<file path="config.mk">
export PLATFORM = sky130hd
export DESIGN_NAME = raster_sync_gen
export DESIGN_NICKNAME = d
export VERILOG_FILES = /design/src/rtl/rsg_pkg.sv /design/src/rtl/rsg_regs.sv /design/src/rtl/rsg_beam.sv /design/src/rtl/rsg_decode.sv /design/src/rtl/raster_sync_gen.sv
export SDC_FILE = /design/constraint.sdc
export NUM_CORES = 1
export LEC_CHECK = 0
export BUFFER_PORTS_ARGS = -buffer_cell sky130_fd_sc_hd__buf_2
export CORE_AREA = 2 2 133 135
export DETAILED_ROUTE_END_ITERATION = 12
export DIE_AREA = 0 0 135 137
export PLACE_DENSITY = 0.95
export SLEW_MARGIN = 20
export SYNTH_ARGS = -nofsm -noshare
export SYNTH_HDL_FRONTEND = slang
export SYNTH_SLANG_ARGS = --single-unit
</file>
<file path="constraint.sdc">
create_clock -name clk -period 6.71 [get_ports clk]
set_input_delay 0.3355 -clock clk [delete_from_list [all_inputs] [get_ports clk]]
set_output_delay 0.3355 -clock clk [all_outputs]
set_load 0.02 [all_outputs]
</file>
<file path="src/rtl/rsg_pkg.sv">
package rsg_pkg;

    localparam int HW    = 8;          // coarse horizontal counter width
    localparam int VW    = 10;         // line counter width
    localparam int FW    = 3;          // fine pixels per coarse unit = 2**FW
    localparam int DW    = 16;         // write data width
    localparam int AW    = 4;          // register address width
    localparam int WIN_W = VW + 1;     // widest window comparison (line + half)
    localparam int NREGS = 12;

    typedef enum logic [AW-1:0] {
        A_HTOTAL = 4'd0,
        A_HS_ON  = 4'd1,
        A_HS_OFF = 4'd2,
        A_HB_ON  = 4'd3,
        A_HB_OFF = 4'd4,
        A_HMID   = 4'd5,
        A_VTOTAL = 4'd6,
        A_VS_ON  = 4'd7,
        A_VS_OFF = 4'd8,
        A_VB_ON  = 4'd9,
        A_VB_OFF = 4'd10,
        A_CTRL   = 4'd11
    } reg_addr_e;

    typedef struct packed {
        logic cs_hi;     // bit 3
        logic vs_hi;     // bit 2
        logic hs_hi;     // bit 1
        logic alt_off;   // bit 0
    } ctrl_t;

    typedef struct packed {
        logic [HW-1:0] h_last;
        logic [HW-1:0] hs_on;
        logic [HW-1:0] hs_off;
        logic [HW-1:0] hb_on;
        logic [HW-1:0] hb_off;
        logic [HW-1:0] h_mid;
        logic [VW-1:0] v_last;
        logic [VW-1:0] vs_on;
        logic [VW-1:0] vs_off;
        logic [VW-1:0] vb_on;
        logic [VW-1:0] vb_off;
        ctrl_t         ctrl;
    } timing_t;

    typedef struct packed {
        logic [HW-1:0] coarse;
        logic [FW-1:0] fine;
        logic [VW-1:0] line;
        logic          field;
        logic          long_line;
    } beam_t;

    // Half-open window test; start > stop wraps, start == stop is empty.
    function automatic logic in_window(logic [WIN_W-1:0] pos,
                                       logic [WIN_W-1:0] start,
                                       logic [WIN_W-1:0] stop);
        if (start <= stop)
            return (pos >= start) && (pos < stop);
        return (pos >= start) || (pos < stop);
    endfunction

    function automatic timing_t apply_write(timing_t cur,
                                            logic [AW-1:0] addr,
                                            logic [DW-1:0] data);
        timing_t nxt;
        nxt = cur;
        case (reg_addr_e'(addr))
            A_HTOTAL: nxt.h_last = data[HW-1:0];
            A_HS_ON:  nxt.hs_on  = data[HW-1:0];
            A_HS_OFF: nxt.hs_off = data[HW-1:0];
            A_HB_ON:  nxt.hb_on  = data[HW-1:0];
            A_HB_OFF: nxt.hb_off = data[HW-1:0];
            A_HMID:   nxt.h_mid  = data[HW-1:0];
            A_VTOTAL: nxt.v_last = data[VW-1:0];
            A_VS_ON:  nxt.vs_on  = data[VW-1:0];
            A_VS_OFF: nxt.vs_off = data[VW-1:0];
            A_VB_ON:  nxt.vb_on  = data[VW-1:0];
            A_VB_OFF: nxt.vb_off = data[VW-1:0];
            A_CTRL:   nxt.ctrl   = ctrl_t'(data[3:0]);
            default:  ;
        endcase
        return nxt;
    endfunction

endpackage

</file>
<file path="src/rtl/rsg_regs.sv">
module rsg_regs
    import rsg_pkg::*;
#(
    parameter timing_t RST_CFG = '0
) (
    input  logic          clk,
    input  logic          rst,
    input  logic          wr_en,
    input  logic [AW-1:0] wr_addr,
    input  logic [DW-1:0] wr_data,
    input  logic          interlace,
    input  logic          load,
    output timing_t       act_cfg,
    output logic          act_il,
    output logic          next_il
);

    timing_t shadow_cfg;
    logic    shadow_il;

    always_ff @(posedge clk) begin
        if (rst) begin
            shadow_cfg <= RST_CFG;
            act_cfg    <= RST_CFG;
            shadow_il  <= 1'b0;
            act_il     <= 1'b0;
        end else begin
            if (wr_en)
                shadow_cfg <= apply_write(shadow_cfg, wr_addr, wr_data);
            shadow_il <= interlace;
            if (load) begin
                act_cfg <= shadow_cfg;
                act_il  <= shadow_il;
            end
        end
    end

    assign next_il = shadow_il;

endmodule

</file>
<file path="src/rtl/rsg_beam.sv">
module rsg_beam
    import rsg_pkg::*;
(
    input  logic    clk,
    input  logic    rst,
    input  logic    pix_en,
    input  timing_t act_cfg,
    input  logic    next_il,
    output beam_t   beam,
    output logic    wrap,
    output logic    sof
);

    localparam logic [FW-1:0] FINE_MAX = '1;

    logic [HW-1:0] line_last;
    logic          fine_end;
    logic          line_end;

    assign line_last = beam.long_line ? act_cfg.h_last + HW'(1) : act_cfg.h_last;
    assign fine_end  = pix_en && (beam.fine == FINE_MAX);
    assign line_end  = fine_end && (beam.coarse == line_last);
    assign wrap      = line_end && (beam.line == act_cfg.v_last);

    always_ff @(posedge clk) begin
        if (rst) begin
            beam <= '0;
            sof  <= 1'b0;
        end else begin
            sof <= wrap;
            if (pix_en) begin
                if (fine_end) begin
                    beam.fine <= '0;
                    if (line_end) begin
                        beam.coarse <= '0;
                        if (wrap) begin
                            beam.line      <= '0;
                            beam.long_line <= 1'b0;
                            beam.field     <= next_il ? ~beam.field : 1'b0;
                        end else begin
                            beam.line      <= beam.line + VW'(1);
                            beam.long_line <= act_cfg.ctrl.alt_off ? 1'b0 : ~beam.long_line;
                        end
                    end else begin
                        beam.coarse <= beam.coarse + HW'(1);
                    end
                end else begin
                    beam.fine <= beam.fine + FW'(1);
                end
            end
        end
    end

endmodule

</file>
<file path="src/rtl/rsg_decode.sv">
module rsg_decode
    import rsg_pkg::*;
(
    input  timing_t act_cfg,
    input  logic    act_il,
    input  beam_t   beam,
    output logic    hsync,
    output logic    vsync,
    output logic    csync,
    output logic    hblank,
    output logic    vblank
);

    localparam int NSYNC = 3;

    logic             past_mid;
    logic             odd_shift;
    logic             hs_term;
    logic             vs_term;
    logic [NSYNC-1:0] term;
    logic [NSYNC-1:0] pol_hi;
    logic [NSYNC-1:0] level;

    assign past_mid  = beam.coarse >= act_cfg.h_mid;
    assign odd_shift = act_il & beam.field;

    assign hs_term = in_window(WIN_W'(beam.coarse), WIN_W'(act_cfg.hs_on), WIN_W'(act_cfg.hs_off));
    assign vs_term = in_window({beam.line, past_mid},
                               {act_cfg.vs_on, odd_shift},
                               {act_cfg.vs_off, odd_shift});

    assign hblank = in_window(WIN_W'(beam.coarse), WIN_W'(act_cfg.hb_on), WIN_W'(act_cfg.hb_off));
    assign vblank = in_window(WIN_W'(beam.line), WIN_W'(act_cfg.vb_on), WIN_W'(act_cfg.vb_off));

    assign term   = {hs_term ^ vs_term, vs_term, hs_term};
    assign pol_hi = {act_cfg.ctrl.cs_hi, act_cfg.ctrl.vs_hi, act_cfg.ctrl.hs_hi};

    for (genvar i = 0; i < NSYNC; i++) begin : g_pol
        assign level[i] = pol_hi[i] ? term[i] : ~term[i];
    end

    assign hsync = level[0];
    assign vsync = level[1];
    assign csync = level[2];

endmodule

</file>
<file path="src/rtl/raster_sync_gen.sv">
module raster_sync_gen
    import rsg_pkg::*;
#(
    parameter int RST_HTOTAL = 14,
    parameter int RST_HS_ON  = 1,
    parameter int RST_HS_OFF = 3,
    parameter int RST_HB_ON  = 12,
    parameter int RST_HB_OFF = 2,
    parameter int RST_HMID   = 7,
    parameter int RST_VTOTAL = 9,
    parameter int RST_VS_ON  = 1,
    parameter int RST_VS_OFF = 2,
    parameter int RST_VB_ON  = 8,
    parameter int RST_VB_OFF = 1,
    parameter int RST_CTRL   = 1
) (
    input  logic             clk,
    input  logic             rst,
    input  logic             pix_en,
    input  logic             wr_en,
    input  logic [AW-1:0]    wr_addr,
    input  logic [DW-1:0]    wr_data,
    input  logic             interlace,
    output logic [HW+FW-1:0] h_pos,
    output logic [VW-1:0]    v_pos,
    output logic             hsync,
    output logic             vsync,
    output logic             csync,
    output logic             hblank,
    output logic             vblank,
    output logic             field,
    output logic             sof
);

    localparam timing_t RST_CFG = '{
        h_last: HW'(RST_HTOTAL),
        hs_on:  HW'(RST_HS_ON),
        hs_off: HW'(RST_HS_OFF),
        hb_on:  HW'(RST_HB_ON),
        hb_off: HW'(RST_HB_OFF),
        h_mid:  HW'(RST_HMID),
        v_last: VW'(RST_VTOTAL),
        vs_on:  VW'(RST_VS_ON),
        vs_off: VW'(RST_VS_OFF),
        vb_on:  VW'(RST_VB_ON),
        vb_off: VW'(RST_VB_OFF),
        ctrl:   ctrl_t'(4'(RST_CTRL))
    };

    timing_t act_cfg;
    logic    act_il;
    logic    next_il;
    beam_t   beam;
    logic    frame_wrap;

    rsg_regs #(.RST_CFG(RST_CFG)) u_regs (
        .clk       (clk),
        .rst       (rst),
        .wr_en     (wr_en),
        .wr_addr   (wr_addr),
        .wr_data   (wr_data),
        .interlace (interlace),
        .load      (frame_wrap),
        .act_cfg   (act_cfg),
        .act_il    (act_il),
        .next_il   (next_il)
    );

    rsg_beam u_beam (
        .clk     (clk),
        .rst     (rst),
        .pix_en  (pix_en),
        .act_cfg (act_cfg),
        .next_il (next_il),
        .beam    (beam),
        .wrap    (frame_wrap),
        .sof     (sof)
    );

    rsg_decode u_decode (
        .act_cfg (act_cfg),
        .act_il  (act_il),
        .beam    (beam),
        .hsync   (hsync),
        .vsync   (vsync),
        .csync   (csync),
        .hblank  (hblank),
        .vblank  (vblank)
    );

    assign h_pos = {beam.coarse, beam.fine};
    assign v_pos = beam.line;
    assign field = beam.field;

endmodule

</file>
======== Word level (Yosys, flattened, before mapping) ========
Cells that the tools add are included.
Widths: inputs -> output; s select.
storage, ports and cells
  register bits after elaboration ......... 230
  input port bits ......................... 25
  output and inout bits ................... 28
cells by class
  add/sub/neg operators ................... 4
  magnitude comparators ................... 13
  eq/ne operators ......................... 14
  multiplexer cells ....................... 22
  bitwise gates (word level) .............. 7
  reduce and logical (&&, ||, !) cells .... 27
operator list
  kind                   count
  $reduce_and 2->1       13
  $ge 8x8->1             3
  $mux 1                 18
  $add 8x1->8 const B    2
  $eq 4x3->1 const B     4
  $eq 4x4->1 const B     4
  $le 8x8->1             2
  $lt 8x8->1             2
  $mux 8                 2
  $ge 11x11->1           1
  $le 11x11->1           1
  $lt 11x11->1           1
  $add 10x1->10 const B  1
  $eq 10x10->1           1
  $ge 10x10->1           1
  $le 10x10->1           1
  $lt 10x10->1           1
  $mux 10                1
  $eq 4x2->1 const B     2
  $eq 8x8->1             1
  $logic_and 1x1->1      7
  $not 1->1              5
  $eq 4x1->1 const B     1
  $logic_not 4->1        1
  other kinds (8)        11

======== Logic depth before layout (Yosys ltp) ========
  depth in word-level cells ............... 8
  gate-level depth with buffers ........... 17

======== By module ========
Synthesis repeated with hierarchy kept, for this count alone.
second synthesis, totals
  cell total of the unflattened synthesis .. 1224
  area total of the unflattened synthesis .. 11852.6 um^2
modules (own cells, without submodules)
  module      instances  cells an instance  area each (um^2)  seq. area each (um^2)
  rsg_regs    1          702                7696.1            4124.0
  rsg_decode  1          353                2733.9            0.0
  rsg_beam    1          169                1422.6            480.5

======== Worst setup path before layout ========
OpenSTA, ideal clock, no wires.
  kind .................................... reg-to-output
  start point ............................. register u_beam.beam[15] (netlist name)
  end point ............................... output csync
  data arrival time ....................... 3.197 ns
  required time ........................... 6.374 ns
  setup slack ............................. 3.178 ns
  stages on the path, launching flop included .. 18
  path through ............................ dfxtp_1 > inv_1 > ha_1 > nand2b_1 > a21o_1 > a21o_1 > a21oi_1 > nor2b_1 > o21ai_0 > a211o_1 > ha_1 > nor2b_1 > o21ai_0 > a21oi_1 > o21a_1 > o21ai_0 > maj3_1 > xnor2_1
between the ends
  word-level cells in the longest chain between the ends .. 8
  elaborated cells between the ends (all ways) .. 16
  classes of those cells .................. order compare: 5; mux: 5; bitwise: 2; reduce/logical: 4
RTL lines
  item                                          line                          RTL
  $ge 8x8->1                                    rsg_decode.sv:24              assign past_mid = beam.coarse >= act_cfg.h_mid;
  $ge 11x11->1 or $lt 11x11->1 (tied branches)  rsg_pkg.sv:61, rsg_pkg.sv:62
  $logic_and 1x1->1                             rsg_pkg.sv:61                 return (pos >= start) && (pos < stop);
  $mux 1                                        rsg_pkg.sv:60                 if (start <= stop)
  $mux 1                                        rsg_pkg.sv:62                 return (pos >= start) || (pos < stop);
  $xor 1x1->1 *                                 rsg_decode.sv:35              assign term = {hs_term ^ vs_term, vs_term, hs_term};
  $not 1->1                                     rsg_decode.sv:39              assign level[i] = pol_hi[i] ? term[i] : ~term[i];
  $mux 1 *                                      rsg_decode.sv:39
  end: declaration                              raster_sync_gen.sv:28         output logic csync,
Mark *: on every way between the ends. The rest lies on a longest branch, timed or not. The select of a mux whose other input is x is not followed.

======== Worst setup path in the final report ========
  start point ............................. register u_beam.beam[15] (netlist name)
  end point ............................... output csync
between the ends
  word-level cells in the longest chain between the ends .. 8
  elaborated cells between the ends (all ways) .. 16
  classes of those cells .................. order compare: 5; mux: 5; bitwise: 2; reduce/logical: 4
RTL lines
  item                                          line
  $ge 8x8->1                                    rsg_decode.sv:24
  $ge 11x11->1 or $lt 11x11->1 (tied branches)  rsg_pkg.sv:61, rsg_pkg.sv:62
  $logic_and 1x1->1                             rsg_pkg.sv:61
  $mux 1                                        rsg_pkg.sv:60
  $mux 1                                        rsg_pkg.sv:62
  $xor 1x1->1 *                                 rsg_decode.sv:35
  $not 1->1                                     rsg_decode.sv:39
  $mux 1 *                                      rsg_decode.sv:39
Marks and branches as above.

==> results.toml <==
[run_status]
outcome = "complete, no violations"

[placement]
globalplace.congestion = 0.8954
hpwl_mm = 17.57
portBuffers = 46
dpl_worst_slack_ps = 2518

[global_routing]
grt_overflow = 0
antenna_found_initial = 2
grt_use_total_pct = 31.68
grt_max_degree = 72
grt_pass1_vias = 9309
grt_pass1_wl_mm = 46.83

[synthesis]
syn_area_um2 = 11110
synth_edf_count = 0
synth.top_cells.by_area = "dfxtp_1, ha_1, mux2i_1, nor2_1, nand2_1"
synth_mux_area_share_pct = 6.848
synth_cell_types = 55
synth_compound_area_share_pct = 14.07
synth-xor-area-share_pct = 3.154
postSynthNetCount = 1361
synth_top_cell_by_area = "dfxtp_1"
avgSynthCellArea_um2 = 9.129
synth_top_area_share_pct = 41.45
ys.warnings.count = 0
ys_seq_elements = 230
ys_seq_area_share_pct = 41.45
synth_adder_area_share_pct = 13.76
netlist_instances = 1217
yosys.area_share.simple_pct = 13.92
synth_top_family_by_area = "compound AO/OA/AOI/OAI gates"
synthArstFlopShare_pct = 0
synth_ff_type = "dfxtp_1"

[detailed_routing]
drc = 0
dr_total_vias = 9315
wl_per_cell_um = 20.35
drtAntennaViolNets = 0
routed_wl_mm = 29.72
dr.pass1.iters = 8
drtIter0Drc = 1136
vias_per_cell = 6.380

[setup_path]
cp-start-kind = "flop"
crit_slowest_cell = "a2111oi_0"
cpPeakStageDelay_ps = 520
r2r_cells = 9
critical_path_required_ps = 6370
crit_top_cell = "a21oi_1"
critPathArrivalTime_ps = 4490
path_cells = "inv_1, ha_1, nand2b_1, a21o_1, a21o_1, a21oi_1, nor2b_1, o21ai_0, a211o_1, ha_1, nand3b_1, a21oi_1, a2111oi_0, o21ai_0, a21oi_1, maj3_1, xnor2_1, buf_2"
r2r-end = "u_regs.act_cfg[82]"
worst-path-max-fanout = 8
critical_path_buf_inv_count = 2
worst-setup-path-type = "flop to output pin"
crit_family = "compound AO/OA/AOI/OAI gates"
end_kind = "output pin"
r2r-start = "u_beam.beam[22]"
r2r_slack_ps = 2200

[timing]
fin_crit_ps = 4822
setup_tns_ps = 0
hold_ws_ps = 43.41
tightestPinTransition_ps = 1210
finalHoldViolCount = 0
fin_skew_ps = 13.16
timing.final.ws_setup_ps = 1888
drv_slew = 0
fin_crit_sh_pct = 71.86
rsz0062_at_grt = "false"
max_freq_mhz = 207.4
setup_viol = 0
maxSlewHeadroom_pct = 19.04

[min_path]
min_from = "interlace"
hold-path-endpoint = "u_regs.next_il"
hp-class = "input pin to flop"
whs_path_depth = 2

[cells_and_area]
drive_gt1_share_pct = 8.016
nNetsFinal = 1363
syn2layout_area_growth_pct = 8.571
diodes = 0
fin_util_pct = 70.72

[pwr]
power_mw = 2.828
p_per_area_nw_per_um2 = 234.5
ir_drop_mv = 0.1970
power.leakage_nw = 4.991

[clocking]
cts_tree = "built"
cts.clk_slew.worst_paths_ps = 70
clock_latency_ps = 520
postCtsHoldBufs = 0
cts_buffer_depth = 3
root_buffer = "clkbuf_16"
cts_resized = 0
cts_inserted_buffers = 24
cts_setup_buffers = 0
cts.sinks = 230
h-tree-depth = 1

[die]
start_util_pct = 65.13
die_h_um = 137
io_pins = 53
core_area_um2 = 17060
core.rowCount = 48
die_w_um = 135
die_area_um2 = 18500

[job]
drv_cap = 0
flip-flops by register name (all words and copies together) (netlist names):
register / count
u_regs.act_cfg: 102
u_beam.beam: 23
u_regs.next_il: 1
u_beam.sof: 1
u_regs.shadow_cfg: 102
u_regs.act_il: 1
power breakdown:
group / switching (mW) / internal (mW)
logic: 0.0629 / 0.0224
registers: 0.00641 / 1.38
clock network: 0.546 / 0.815
total: 0.615 / 2.21
area by class of cell:
class                   count  area [µm²]
clock inverters             5       83.83
repair buffers             54       292.8
clock buffers              37       720.7
multi-input cells         825        5762
well taps                 225       281.5
inverters                  84       316.6
flip-flops and latches    230        4604
fillers                  1058        4995
worst max path at each step:
stage | start | to | slack, ps | cells past startpoint
after floorplan | u_beam.beam[15] | csync | 3180 | 17
after global placement | u_beam.beam[22] | u_regs.act_cfg[85] | 2650 | 9
after detailed placement | u_regs.act_cfg[95] | u_regs.act_cfg[82] | 2520 | 10
after CTS | u_beam.beam[15] | csync | 1990 | 18
after global routing | u_beam.beam[15] | vsync | 1670 | 18
final | u_beam.beam[15] | csync | 1890 | 18
per-stage QoR:
step                area, µm²  instances
global placement        11250       1418
global route            12060       1460
detailed placement      11250       1418
floorplan               11110       1217
CTS                     12060       1460
finish                  12060       1460
cells in the final DEF (no fill, tap or decap), types with 25 or more instances in the layout:
cell       netlist  routed
o21ai_1         59      59
o21ai_0         26      26
a21oi_1         50      50
mux2i_1         76      76
buf_2           10      45
dfxtp_1        230     230
nor2b_1         25      25
inv_1           83      83
nor2_1         127     125
clkbuf_16        0      25
nand2_1        115     115
ha_1           119     119
xnor2_1         28      28
cells in the mapped netlist (6+ instances only):
library cell and n:
a211o_1 20, nor2b_1 25, xnor2_1 28, a2bb2oi_1 10, o21a_1 10, o21ai_0 26
o22a_1 9, o21ai_1 59, buf_1 6, xor2_1 12, buf_6 7, a22o_1 17
inv_1 83, nor3_1 6, nand2b_1 12, nand2_1 115, buf_2 10, buf_4 22
clkbuf_1 33, a21o_1 16, nor2_1 127, nand4_1 15, a21oi_1 50, dfxtp_1 230
ha_1 119, nand3_1 16, mux2i_1 76
layer usage:
layer / vias to the layer above / global-route usage, % / wire [µm]
met5: - / 0 / 27
met4: 4 / 18.98 / 1680
met3: 181 / 6.889 / 3193
met2: 603 / 53.16 / 13940
met1: 4375 / 37.30 / 10870
li1: 4152 / - / -
worst reg2reg max path, stage by stage (launching register included):
cell      delay (ps)
dfxtp_1          740
xnor2_1          290
o211ai_1         170
o211ai_1         140
o211ai_2         870
or3_1            880
clkinv_2         450
buf_4            510
nand2_1          230
o21ai_1           90
logic make-up after synthesis:
logic type / count (synthesis)
buffers and inverters: 162
DFF: 230
xor gates and xnor gates: 40
and+or+nand+nor: 345
AOI/OAI and AO/OA: 241
muxes: 76
adders and majority gates: 123
Power figures use the tool's default switching activity.
